<file path="config.mk">
export PLATFORM = sky130hd
export DESIGN_NAME = ueg_binarizer
export DESIGN_NICKNAME = d
export VERILOG_FILES = /design/src/rtl/ueg_pkg.sv /design/src/rtl/ueg_mode_cfg.sv /design/src/rtl/ueg_mag_unit.sv /design/src/rtl/ueg_bin_fsm.sv /design/src/rtl/ueg_binarizer.sv
export SDC_FILE = /design/constraint.sdc
export NUM_CORES = 1
export LEC_CHECK = 0
export ABC_CLOCK_PERIOD_IN_PS = 7100
export BUFFER_PORTS_ARGS = -buffer_cell sky130_fd_sc_hd__buf_2
export CORE_UTILIZATION = 50
export CTS_BUF_LIST = sky130_fd_sc_hd__clkbuf_4 sky130_fd_sc_hd__clkbuf_8
export DETAILED_ROUTE_END_ITERATION = 12
export GPL_TIMING_DRIVEN = 1
export PLACE_DENSITY = 0.66
export SLEW_MARGIN = 40
export SYNTH_ARGS = -nofsm -noshare
export SYNTH_HDL_FRONTEND = slang
export SYNTH_SLANG_ARGS = --single-unit
export TNS_END_PERCENT = 30
</file>
<file path="constraint.sdc">
create_clock -name clk -period 7.1 [get_ports clk]
set_input_delay 1.065 -clock clk [delete_from_list [all_inputs] [get_ports clk]]
set_output_delay 1.065 -clock clk [all_outputs]
set_load 0.005 [all_outputs]
</file>
<file path="src/rtl/ueg_pkg.sv">
package ueg_pkg;
  typedef enum logic [2:0] {
    PH_IDLE = 3'd0,
    PH_TU   = 3'd1,
    PH_EGU  = 3'd2,
    PH_EGB  = 3'd3,
    PH_SIGN = 3'd4
  } ueg_phase_e;

  function automatic int unsigned ueg_bits_for(input int unsigned n);
    int unsigned b;
    b = 1;
    while ((1 << b) <= n) b++;
    return b;
  endfunction
endpackage

</file>
<file path="src/rtl/ueg_mode_cfg.sv">
module ueg_mode_cfg #(
  parameter int unsigned LVL_CUT = 14,
  parameter int unsigned MVD_CUT = 9,
  parameter int unsigned LVL_K   = 0,
  parameter int unsigned MVD_K   = 3,
  parameter int unsigned CW      = 4,
  parameter int unsigned KW      = 5
) (
  input  logic          is_mvd,
  output logic [CW-1:0] cut,
  output logic [KW-1:0] k0
);
  assign cut = is_mvd ? CW'(MVD_CUT) : CW'(LVL_CUT);
  assign k0  = is_mvd ? KW'(MVD_K)   : KW'(LVL_K);
endmodule

</file>
<file path="src/rtl/ueg_mag_unit.sv">
module ueg_mag_unit #(
  parameter int unsigned VAL_W = 16
) (
  input  logic             is_mvd,
  input  logic [VAL_W-1:0] value,
  output logic [VAL_W-1:0] mag,
  output logic             neg
);
  logic [VAL_W-1:0] flipped;
  assign neg     = is_mvd & value[VAL_W-1];
  assign flipped = ~value + VAL_W'(1);
  assign mag     = neg ? flipped : value;
endmodule

</file>
<file path="src/rtl/ueg_bin_fsm.sv">
module ueg_bin_fsm
  import ueg_pkg::*;
#(
  parameter int unsigned VAL_W = 16,
  parameter int unsigned CW    = 4,
  parameter int unsigned KW    = 5
) (
  input  logic             clk,
  input  logic             rst_n,
  input  logic             load,
  input  logic             ld_mvd,
  input  logic             ld_neg,
  input  logic [VAL_W-1:0] ld_mag,
  input  logic [CW-1:0]    ld_cut,
  input  logic [KW-1:0]    ld_k0,
  input  logic             take,
  output logic             idle,
  output logic             valid,
  output logic             bin,
  output logic             bypass,
  output logic             last
);
  localparam int unsigned VW1 = VAL_W + 1;
  localparam int unsigned IW  = (VAL_W > 1) ? $clog2(VAL_W) : 1;

  ueg_phase_e       ph, nxt_ph;
  logic [VAL_W-1:0] mag, rem;
  logic             is_mvd, neg;
  logic [CW-1:0]    cut, tu_i;
  logic [KW-1:0]    k, bidx;
  logic [VW1-1:0]   step;
  logic             tu_end, over_cut, eg_geq, sign_due;
  ueg_phase_e       tail_ph;

  assign step     = VW1'(1) << k;
  assign over_cut = mag >= VAL_W'(cut);
  assign tu_end   = (VAL_W'(tu_i) == mag) || (tu_i == cut - CW'(1));
  assign eg_geq   = {1'b0, rem} >= step;
  assign sign_due = is_mvd && (mag != '0);
  assign tail_ph  = sign_due ? PH_SIGN : PH_IDLE;

  always_comb begin
    nxt_ph = ph;
    bin    = 1'b0;
    bypass = 1'b1;
    unique case (ph)
      PH_TU: begin
        bin    = VAL_W'(tu_i) < mag;
        bypass = 1'b0;
        if (tu_end) nxt_ph = over_cut ? PH_EGU : tail_ph;
      end
      PH_EGU: begin
        bin = eg_geq;
        if (!eg_geq) nxt_ph = (k == '0) ? tail_ph : PH_EGB;
      end
      PH_EGB: begin
        bin = rem[bidx[IW-1:0]];
        if (bidx == '0) nxt_ph = tail_ph;
      end
      PH_SIGN: begin
        bin    = neg;
        nxt_ph = PH_IDLE;
      end
      default: nxt_ph = PH_IDLE;
    endcase
  end

  assign idle  = (ph == PH_IDLE);
  assign valid = !idle;
  assign last  = valid && (nxt_ph == PH_IDLE);

  always_ff @(posedge clk or negedge rst_n) begin
    if (!rst_n) begin
      ph     <= PH_IDLE;
      mag    <= '0;
      rem    <= '0;
      is_mvd <= 1'b0;
      neg    <= 1'b0;
      cut    <= '0;
      tu_i   <= '0;
      k      <= '0;
      bidx   <= '0;
    end else if (idle) begin
      if (load) begin
        ph     <= PH_TU;
        mag    <= ld_mag;
        rem    <= ld_mag - VAL_W'(ld_cut);
        is_mvd <= ld_mvd;
        neg    <= ld_neg;
        cut    <= ld_cut;
        tu_i   <= '0;
        k      <= ld_k0;
        bidx   <= '0;
      end
    end else if (take) begin
      ph <= nxt_ph;
      unique case (ph)
        PH_TU:  tu_i <= tu_i + CW'(1);
        PH_EGU: begin
          if (eg_geq) begin
            rem <= rem - step[VAL_W-1:0];
            k   <= k + KW'(1);
          end else begin
            bidx <= k - KW'(1);
          end
        end
        PH_EGB: bidx <= bidx - KW'(1);
        default: ;
      endcase
    end
  end
endmodule

</file>
<file path="src/rtl/ueg_binarizer.sv">
module ueg_binarizer
  import ueg_pkg::*;
#(
  parameter int unsigned VAL_W   = 16,
  parameter int unsigned LVL_CUT = 14,
  parameter int unsigned MVD_CUT = 9,
  parameter int unsigned LVL_K   = 0,
  parameter int unsigned MVD_K   = 3
) (
  input  logic             clk,
  input  logic             rst_n,
  input  logic             start_i,
  input  logic             mode_i,
  input  logic [VAL_W-1:0] value_i,
  output logic             idle_o,
  output logic             bin_valid_o,
  input  logic             bin_ready_i,
  output logic             bin_o,
  output logic             bin_bypass_o,
  output logic             bin_last_o
);
  localparam int unsigned MAX_CUT = (LVL_CUT > MVD_CUT) ? LVL_CUT : MVD_CUT;
  localparam int unsigned MAX_K   = (LVL_K > MVD_K) ? LVL_K : MVD_K;
  localparam int unsigned CW      = ueg_bits_for(MAX_CUT);
  localparam int unsigned KW      = ueg_bits_for(VAL_W + MAX_K + 1);

  logic [VAL_W-1:0] in_mag;
  logic             in_neg;
  logic [CW-1:0]    in_cut;
  logic [KW-1:0]    in_k0;
  logic             take;

  assign take = bin_valid_o & bin_ready_i;

  ueg_mag_unit #(.VAL_W(VAL_W)) u_mag (
    .is_mvd (mode_i),
    .value  (value_i),
    .mag    (in_mag),
    .neg    (in_neg)
  );

  ueg_mode_cfg #(
    .LVL_CUT(LVL_CUT), .MVD_CUT(MVD_CUT), .LVL_K(LVL_K), .MVD_K(MVD_K),
    .CW(CW), .KW(KW)
  ) u_cfg (
    .is_mvd (mode_i),
    .cut    (in_cut),
    .k0     (in_k0)
  );

  ueg_bin_fsm #(.VAL_W(VAL_W), .CW(CW), .KW(KW)) u_fsm (
    .clk    (clk),
    .rst_n  (rst_n),
    .load   (start_i),
    .ld_mvd (mode_i),
    .ld_neg (in_neg),
    .ld_mag (in_mag),
    .ld_cut (in_cut),
    .ld_k0  (in_k0),
    .take   (take),
    .idle   (idle_o),
    .valid  (bin_valid_o),
    .bin    (bin_o),
    .bypass (bin_bypass_o),
    .last   (bin_last_o)
  );
endmodule

</file>
==> run_results.csv, run 1 <==
group,metric,value,unit
final_layout,syn_to_final_growth,7.09,%
yosys,syn-num-nets,636,
clocking,cts_made_buffers,5,
sta,rsz0062_at_grt,"false",
sta,setup_viol,0,
yosys,syn_avg_cell_area,8.22,um2
critical_path,required,6030,ps
final_layout,n_antenna_cell,0,
drt,wl_per_cell,17.7,um
global_routing,first_global_vias,4251,
yosys,ys_seq_elements,53,
hold_path,hold-path-endpoint,"u_fsm.neg$_DFFE_PN0P_",
clocking,tritoncts,"done",
sta,tightest_slew,766,ps
global_routing,grt_pass1_wl,20900,um
place,io_buffers,25,
sta,relSlewSlack,48.6,%
global_routing,gr-total-overflow,0,
power_and_ir_drop,power_density,462,mW/mm2
clocking,clock_path_buffers,2,
final_layout,final_cell_mix,"72 x nand2_1, 61 x o21ai_0, 53 x dfrtp_1, 41 x nor2_1, 38 x ha_1",
final_layout,nets,646,
sta,finalWorstSetupSlack,2120,ps
critical_path,endpoint_kind,"output pin",
drt,via_per_inst,6.12,
run,maxCapViolations,0,
run_status,status,"complete, no violations",
final_layout,drive_gt1_share,11.1,%
place,place.gp.congestion,0.943,
global_routing,antenna_found_initial,0,
yosys,synthFlopType,"dfrtp_1",
critical_path,r2r_slack,3400,ps
drt,drc_errors,0,
drt,antenna_left,0,
hold_path,hold_class,"register to register",
global_routing,grt_usage,26.6,%
critical_path,path_max_fanout,6,
sta,clock_skew,9.35,ps
sta,setup_tns,0,ps
clocking,htree_levels,2,
die,row_count,35,
yosys,synth_edf_count,0,
critical_path,arrival,3920,ps
global_routing,grt_start_max_net_pins,54,
critical_path,r2r_end,"u_fsm.bidx[2]$_DFFE_PN0P_",
yosys,ys_warn_count,0,
clocking,post_cts_buffers,0,
place,dp_slack,2520,ps
critical_path,startpoint,"u_fsm.k[1]$_DFFE_PN0P_",
place,dp.cells,689,
clocking,clkSinkCount,53,
sta,fmax,201,MHz
die,ios,26,
critical_path,rr_startpoint,"u_fsm.k[3]$_DFFE_PN0P_",
yosys,synth_top_area_cell,"dfrtp_1",
die,core-area,0.00920,mm2
critical_path,r2r_cells,11,
die,die-area,0.00985,mm2
drt,vias,4267,
critical_path,cp_cell_sequence,"inv_1 > ha_1 > nor2b_1 > nand2_1 > ha_1 > nor2b_1 > o31ai_1 > a21oi_1 > o2111ai_1 > and3_1 > a21oi_1 > nor3_1 > nor4bb_1 > buf_2",
die,die_w,99.2,um
hold_path,hold_depth,2,
critical_path,path_depth,14,
hold_path,worstHoldStart,"u_fsm.neg$_DFFE_PN0P_",
drt,wirelength,12400,um
clocking,clock_latency,320,ps
clocking,cts_resized,0,
yosys,yosys.area.top_type_share,28.0,%
yosys,async_flop_share,100,%
place,dp_hpwl,9460,um
power_and_ir_drop,total_power,2.34,mW
critical_path,slowest_stage,"o31ai_1",
die,fp.dieH,99.2,um
yosys,syn_area,0.00473,mm2
power_and_ir_drop,p_leak,2.17,nW
sta,fin_crit,4980,ps
clocking,ctsHoldBuffers,0,
critical_path,critical-path-top-delay-family,"simple AND/OR/NAND/NOR gates",
yosys,synth_cell_types,66,
sta,fin_crit_sh,70.2,%
critical_path,max_stage_delay,450,ps
final_layout,instances_no_fill,697,
critical_path,crit_path_start_kind,"register",
yosys,ys_seq_area_share,28.0,%
critical_path,worst-path-buf-inv,2,
yosys,synthCells,575,
sta,hold_viol,0,
drt,first_pass_iters,4,
drt,dr.first_iter.drc_count,235,
critical_path,crit_type,"register to output pin",
die,start_util,51.4,%
clocking,clk_pin_slew,110,ps
final_layout,final_common_cell,"nand2_1",
sta,slew_viol_final,0,
sta,worst_hold_slack,495,ps
yosys,yosys-top-cells-area,"dfrtp_1 28%, ha_1 10%, o21ai_0 6.6%",
power_and_ir_drop,ir_drop,0.000235,V
clocking,cts-root-buf,"clkbuf_8",
logic make-up after synthesis:
logic type	count (synthesis)	share of synthesized area, %
buf+inv	53	4.23
fa+ha+maj	40	10.9
compound gates	157	21.7
simple gates	218	23.3
mux	12	3.92
flops	53	28.0
xor+xnor	42	7.94
through the flow:
| stage | utilization [%] | area (um2) |
|---|---|---|
| 6_report | 55.1 | 5060 |
| 2_1_floorplan | - | 4730 |
| 4_1_cts | 55.1 | 5060 |
| 3_5_place_dp | 53.6 | 4930 |
| 3_3_place_gp | 53.5 | 4920 |
| 5_1_grt | 55.1 | 5060 |
worst min-delay path, stage by stage, from the launching register on:
cell,delay (ps)
dfrtp_1,360
nand2_1,50
o21ai_0,60
registers in the layout, indices dropped and copies added (netlist names):
register / flops
u_fsm.bidx: 5
u_fsm.cut: 3
u_fsm.k: 5
u_fsm.mag: 16
u_fsm.neg: 1
u_fsm.ph: 3
u_fsm.rem: 16
u_fsm.tu_i: 4
area by class of cell:
type                            instances  area, um2
Multi-Input combinational cell        469       3210
Fill cell                             876       4130
Tap cell                              111        139
Inverter                               28        105
Timing Repair Buffer                   28        148
Clock buffer                            5       68.8
Clock inverter                          3       68.8
Sequential cell                        53       1330
where the power goes:
group          switching, mW  leakage, nW  internal (mW)
clock                  0.116       0.0687          0.142
sequential             0.162        0.661          0.436
combinational          0.850         1.44          0.632
total                   1.13         2.17           1.21
cell usage after synthesis, drive strengths merged (8+ instances only):
cell type and n:
clkbuf 23, and2 8, ha 38, o21ai 62, o31ai 10, xnor2 20
nand3 16, nor2b 13, nor3 10, xor2 22, or3 9, nor2 41
nand2 73, a31oi 8, inv 28, a21oi 34, nand4 10, dfrtp 53
routing by layer:
metal  global-route usage (%)  vias up  wire, um
li1                         -     2095         -
met1                     36.0     2068      5950
met2                     45.1       89      5760
met3                     2.60       15       411
met4                     7.92        0       233
met5                        0        -         0
worst max-delay path by stage:
stage,endpoint,slack [ps]
final,bin_last_o,2120
after CTS,bin_last_o,2140
after global placement,bin_last_o,2740
after detailed placement,bin_last_o,2520
after global routing,bin_last_o,1690
after floorplan,bin_last_o,3020
Note: power is estimated with default switching activity, not from simulation.
==> run 2: changes to the inputs <==
--- a/config.mk
+++ b/config.mk
@@ -5,7 +5,7 @@
 export SDC_FILE = /design/constraint.sdc
 export NUM_CORES = 1
 export LEC_CHECK = 0
-export ABC_CLOCK_PERIOD_IN_PS = 7100
+export ABC_CLOCK_PERIOD_IN_PS = 5000
 export BUFFER_PORTS_ARGS = -buffer_cell sky130_fd_sc_hd__buf_2
 export CORE_UTILIZATION = 50
 export CTS_BUF_LIST = sky130_fd_sc_hd__clkbuf_4 sky130_fd_sc_hd__clkbuf_8
==> constraint.sdc (replaced) <==
create_clock -name clk -period 5 [get_ports clk]
set_input_delay 0.75 -clock clk [delete_from_list [all_inputs] [get_ports clk]]
set_output_delay 0.75 -clock clk [all_outputs]
set_load 0.005 [all_outputs]
==> run 2 against run 1 <==
  * Setup slack got worse by 1700 ps
  * Worst hold slack worse by 4.3 ps
  * First-iteration DRC count shrank 12%
  * Clock skew fell by 1.8 ps
  * Clock power grew 4%
  * Combinational power rose by 43%
  * Via count increased by 1.0%
  * Clock-buffer cell count unchanged
  * Core utilization down 0.34 points
  * Non-clock buffer count is 2 higher
  * Global-route usage shrank 0.42 points
  * Design area decreased by 0.62%
  * Critical endpoint unchanged
==> run_results.csv, run 2 (synthesis results as in run 1) <==
group,metric,value,unit
drt,wl_per_cell,17.6,um
global_routing,grt_start_max_net_pins,54,
global_routing,first_global_vias,4217,
clocking,ctsHoldBuffers,0,
die,start_util,51.4,%
die,ios,26,
die,fp.dieH,99.2,um
place,dp_slack,829,ps
drt,wirelength,12300,um
place,dp_hpwl,9460,um
sta,tightest_slew,705,ps
sta,relSlewSlack,53.0,%
clocking,tritoncts,"done",
final_layout,fillers,902,
sta,slew_viol_final,0,
critical_path,r2r_slack,1300,ps
final_layout,final_cell_mix,"73 x nand2_1, 61 x o21ai_0, 53 x dfrtp_1, 41 x nor2_1, 38 x ha_1",
run,maxCapViolations,0,
final_layout,top_regs,"u_fsm.mag (16), u_fsm.rem (16)",
critical_path,endpoint,"bin_last_o",
clocking,cts_made_buffers,5,
global_routing,grt_usage,26.1,%
critical_path,rr_startpoint,"u_fsm.k[1]$_DFFE_PN0P_",
clocking,clk_pin_slew,110,ps
final_layout,multi_input_area,0.00321,mm2
critical_path,crit_type,"register to output pin",
global_routing,antenna_found_initial,0,
final_layout,drive_gt1_share,11.2,%
drt,first_pass_iters,5,
critical_path,endpoint_kind,"output pin",
hold_path,hold_class,"register to register",
sta,setup_viol,0,
final_layout,regArea,0.00133,mm2
sta,fmax,216,MHz
clocking,clock_path_buffers,2,
power_and_ir_drop,p_leak,2.16,nW
sta,hold_viol,0,
power_and_ir_drop,ir_drop,0.000250,V
die,core-area,0.00920,mm2
die,die-area,0.00985,mm2
clocking,clkSinkCount,53,
clocking,cts-root-buf,"clkbuf_8",
die,die_w,99.2,um
global_routing,gr-total-overflow,0,
clocking,htree_levels,2,
sta,finalWorstSetupSlack,379,ps
clocking,clock_latency,320,ps
drt,drc_errors,0,
sta,rsz0062_at_grt,"false",
sta,setup_tns,0,ps
final_layout,n_antenna_cell,0,
clocking,cts_resized,0,
critical_path,r2r_cells,13,
sta,clock_skew,7.59,ps
global_routing,grt_pass1_wl,20500,um
final_layout,syn_to_final_growth,6.43,%
die,row_count,35,
sta,fin_crit,4620,ps
clocking,post_cts_buffers,0,
drt,vias,4310,
final_layout,nets,648,
sta,fin_crit_sh,92.4,%
critical_path,r2r_end,"u_fsm.bidx[4]$_DFFE_PN0P_",
drt,dr.first_iter.drc_count,206,
final_layout,final_common_cell,"nand2_1",
place,place.gp.congestion,0.939,
place,io_buffers,25,
critical_path,required,4250,ps
power_and_ir_drop,power_density,642,mW/mm2
critical_path,path_max_fanout,6,
run_status,status,"complete, no violations",
critical_path,arrival,3870,ps
drt,via_per_inst,6.17,
drt,antenna_left,0,
critical_path,startpoint,"u_fsm.k[1]$_DFFE_PN0P_",
critical_path,crit_path_start_kind,"register",
## run 2: cell types whose count changed in the layout (fill, tap and decap cells not counted)
cell        change
clkinvlp_4      +1
buf_4           +2
bufinv_16       -2
nand2_1         +1
inv_6           +1
nand2_2         -1
inv_1           +1
clkinv_1        -1
## run 2: per-layer routing
metal,share of wire [%],vias up,global-route usage (%)
li1,-,2100,-
met1,47,2093,35.7
met2,47,100,43.9
met3,3.9,17,2.88
met4,2.2,0,7.47
met5,0,-,0
## run 2: worst max-delay path, stage by stage, from the launching register on
cell	delay, ps
dfrtp_1	430
inv_1	130
ha_1	200
nor2b_1	190
nand2_1	100
ha_1	310
nor2b_1	150
o31ai_1	470
a21oi_1	170
o2111ai_1	260
and3_1	330
a21oi_1	110
nor3_1	240
nor4bb_1	290
buf_2	160
## run 2: where the power goes
| part | leakage (nW) | switching (mW) | internal (mW) |
|---|---|---|---|
| sequential | 0.661 | 0.228 | 0.618 |
| clock | 0.0452 | 0.165 | 0.103 |
| combinational | 1.45 | 1.21 | 0.905 |
## run 2: cell type report
cell class                 instances  share of cell area, %
inverter                          28                   2.09
timing repair buffer              30                   3.23
tap                              111                   2.76
clock buffer                       5                   1.37
clock inverter                     3                  0.497
sequential                        53                   26.4
multi-input combinational        469                   63.7
## run 2: how the worst min path moves through the flow
stage	slack, ps	from	depth (start not counted)	end
after global routing	520	u_fsm.mag[5]$_DFFE_PN0P_	2	u_fsm.mag[5]$_DFFE_PN0P_
after global placement	460	u_fsm.mag[15]$_DFFE_PN0P_	2	u_fsm.mag[15]$_DFFE_PN0P_
final	490	u_fsm.cut[2]$_DFFE_PN0P_	2	u_fsm.cut[2]$_DFFE_PN0P_
after detailed placement	470	u_fsm.cut[2]$_DFFE_PN0P_	2	u_fsm.cut[2]$_DFFE_PN0P_
after CTS	500	u_fsm.mag[8]$_DFFE_PN0P_	2	u_fsm.mag[8]$_DFFE_PN0P_
after floorplan	440	u_fsm.cut[3]$_DFFE_PN0P_	2	u_fsm.cut[3]$_DFFE_PN0P_
## run 2: metrics by stage
step           util [%]  hold slack [ps]  std cells  cell area, um2  power, mW
2_1_floorplan         -              441        575            4730       2.42
3_3_place_gp       53.7              465        691            4940       2.88
3_5_place_dp       53.7              472        691            4940       2.94
4_1_cts            54.7              498        699            5030       3.22
5_1_grt            54.7              520        699            5030       3.54
6_report           54.7              491        699            5030       3.23
==> run 3: changes to the inputs <==
--- a/config.mk
+++ b/config.mk
@@ -5,7 +5,7 @@
 export SDC_FILE = /design/constraint.sdc
 export NUM_CORES = 1
 export LEC_CHECK = 0
-export ABC_CLOCK_PERIOD_IN_PS = 5000
+export ABC_CLOCK_PERIOD_IN_PS = 5930
 export BUFFER_PORTS_ARGS = -buffer_cell sky130_fd_sc_hd__buf_2
 export CORE_UTILIZATION = 50
 export CTS_BUF_LIST = sky130_fd_sc_hd__clkbuf_4 sky130_fd_sc_hd__clkbuf_8
==> constraint.sdc (replaced) <==
create_clock -name clk -period 5.93 [get_ports clk]
set_input_delay 0.8895 -clock clk [delete_from_list [all_inputs] [get_ports clk]]
set_output_delay 0.8895 -clock clk [all_outputs]
set_load 0.005 [all_outputs]
==> run 3 against run 2 <==
  * Clock skew rose by 4.8 ps
  * Global-route usage rose by 0.12 points
  * Largest cell class unchanged
  * Worst hold slack improved by 3.0 ps
  * Non-clock buffer count decreased by 1
  * Core utilization down 0.068 points
  * Sequential share of layout area hardly changed
==> run_results.csv, run 3 (synthesis results as in run 1) <==
group,metric,value,unit
global_routing,grt_pass1_wl,20400,um
run_status,status,"complete, no violations",
drt,first_pass_iters,5,
drt,drc_errors,0,
clocking,post_cts_buffers,0,
critical_path,crit_path_start_kind,"register",
power_and_ir_drop,p_sw_share,49.7,%
clocking,tritoncts,"done",
global_routing,antenna_found_initial,0,
drt,dr.first_iter.drc_count,216,
global_routing,first_global_vias,4107,
power_and_ir_drop,power_switching,1.35,mW
critical_path,crit_type,"register to output pin",
power_and_ir_drop,p_clk_share,8.3,%
final_layout,instances_no_fill,698,
drt,vias,4242,
sta,fin_crit,4820,ps
clocking,cts-root-buf,"clkbuf_8",
sta,fin_crit_sh,81.2,%
final_layout,n_antenna_cell,0,
power_and_ir_drop,p_seq_share,26.4,%
die,core-area,0.00920,mm2
die,die_w,99.2,um
clocking,clock_latency,320,ps
clocking,clkSinkCount,53,
final_layout,final_common_cell,"nand2_1",
clocking,cts_resized,0,
sta,clock_skew,12.3,ps
sta,setup_tns,0,ps
final_layout,syn_to_final_growth,6.30,%
power_and_ir_drop,total_power,2.72,mW
final_layout,nets,647,
power_and_ir_drop,p_leak,2.15,nW
sta,worst_hold_slack,494,ps
power_and_ir_drop,power_density,541,mW/mm2
place,dp_hpwl,9450,um
critical_path,arrival,3930,ps
clocking,clk_pin_slew,120,ps
die,start_util,51.4,%
sta,fmax,208,MHz
die,die-area,0.00985,mm2
clocking,cts_made_buffers,5,
critical_path,path_max_fanout,6,
sta,hold_viol,0,
hold_path,hold_class,"register to register",
die,fp.dieH,99.2,um
global_routing,grt_start_max_net_pins,54,
clocking,htree_levels,2,
drt,wirelength,12300,um
clocking,ctsHoldBuffers,0,
global_routing,grt_usage,26.3,%
place,io_buffers,25,
power_and_ir_drop,p_int,1.37,mW
sta,setup_viol,0,
power_and_ir_drop,comb_power_share,65.3,%
critical_path,endpoint_kind,"output pin",
final_layout,fillers,846,
clocking,clock_path_buffers,2,
place,dp.cells,690,
die,row_count,35,
final_layout,final_cell_mix,"73 x nand2_1, 61 x o21ai_0, 53 x dfrtp_1, 41 x nor2_1, 38 x ha_1",
die,ios,26,
sta,tightest_slew,788,ps
drt,wl_per_cell,17.6,um
sta,relSlewSlack,47.1,%
run,maxCapViolations,0,
global_routing,gr-total-overflow,0,
final_layout,drive_gt1_share,11.1,%
critical_path,required,5040,ps
sta,slew_viol_final,0,
final_layout,top_regs,"u_fsm.mag (16), u_fsm.rem (16)",
drt,via_per_inst,6.08,
drt,antenna_left,0,
power_and_ir_drop,ir_drop,0.000217,V
sta,rsz0062_at_grt,"false",
place,place.gp.congestion,0.937,
==> run 3: cell count changes in the layout (fill, tap and decap cells not counted), sizes merged <==
cell | previous run | this run
buf | 30 | 29
clkinv | 0 | 3
clkinvlp | 1 | 0
inv | 30 | 28
==> run 3: power groups by stage <==
stage               Combinational, mW  Sequential, mW  Clock [mW]
floorplan                        1.42           0.623           0
global placement                 1.71           0.713           0
detailed placement               1.75           0.721           0
CTS                              1.76           0.713       0.232
global route                     2.01           0.740       0.240
finish                           1.77           0.717       0.227
==> run 3: final cells by class <==
cell class | instances | area (um2) | area share (%)
Clock buffer | 5 | 68.8 | 1.37
Clock inverter | 3 | 26.3 | 0.523
Inverter | 28 | 105 | 2.09
Multi-Input combinational cell | 469 | 3210 | 63.8
Sequential cell | 53 | 1330 | 26.4
Tap cell | 111 | 139 | 2.76
Timing Repair Buffer | 29 | 155 | 3.09
==> run 3: worst paths after layout <==
| check | start | end | slack (ps) | cells past startpoint |
|---|---|---|---|---|
| max in group asynchronous | rst_n | u_fsm.mag[8]$_DFFE_PN0P_ | 4780 | 2 |
| max | u_fsm.k[1]$_DFFE_PN0P_ | bin_last_o | 1110 | 14 |
| min in group asynchronous | rst_n | u_fsm.tu_i[2]$_DFFE_PN0P_ | 680 | 2 |
| min reg2reg | u_fsm.cut[2]$_DFFE_PN0P_ | u_fsm.cut[2]$_DFFE_PN0P_ | 490 | 2 |
| min | u_fsm.cut[2]$_DFFE_PN0P_ | u_fsm.cut[2]$_DFFE_PN0P_ | 490 | 2 |
| max reg2reg | u_fsm.k[1]$_DFFE_PN0P_ | u_fsm.rem[14]$_DFFE_PN0P_ | 2180 | 14 |
==> run 3: critical path, stage by stage (launching register included) <==
cell and delay [ps]:
dfrtp_1 430, inv_1 140, ha_1 210, nor2b_1 190, nand2_1 100, ha_1 310, nor2b_1 160, o31ai_1 470
a21oi_1 170, o2111ai_1 250, and3_1 350, a21oi_1 120, nor3_1 250, nor4bb_1 300, buf_2 170
==> run 3: per-layer routing <==
layer | global-route usage, % | wire, um | up-vias
met5 | 0 | 0 | -
li1 | - | - | 2103
met3 | 2.60 | 633 | 18
met1 | 35.7 | 5640 | 2006
met4 | 8.26 | 276 | 0
met2 | 44.2 | 5740 | 115
==> run 3: through the flow <==
step	util (%)	setup slack (ps)	instance area (um2)
global placement	53.6	1750	4930
detailed placement	53.6	1520	4930
floorplan	-	2030	4730
CTS	54.7	1130	5030
finish	54.7	1110	5030
global route	54.7	858	5030
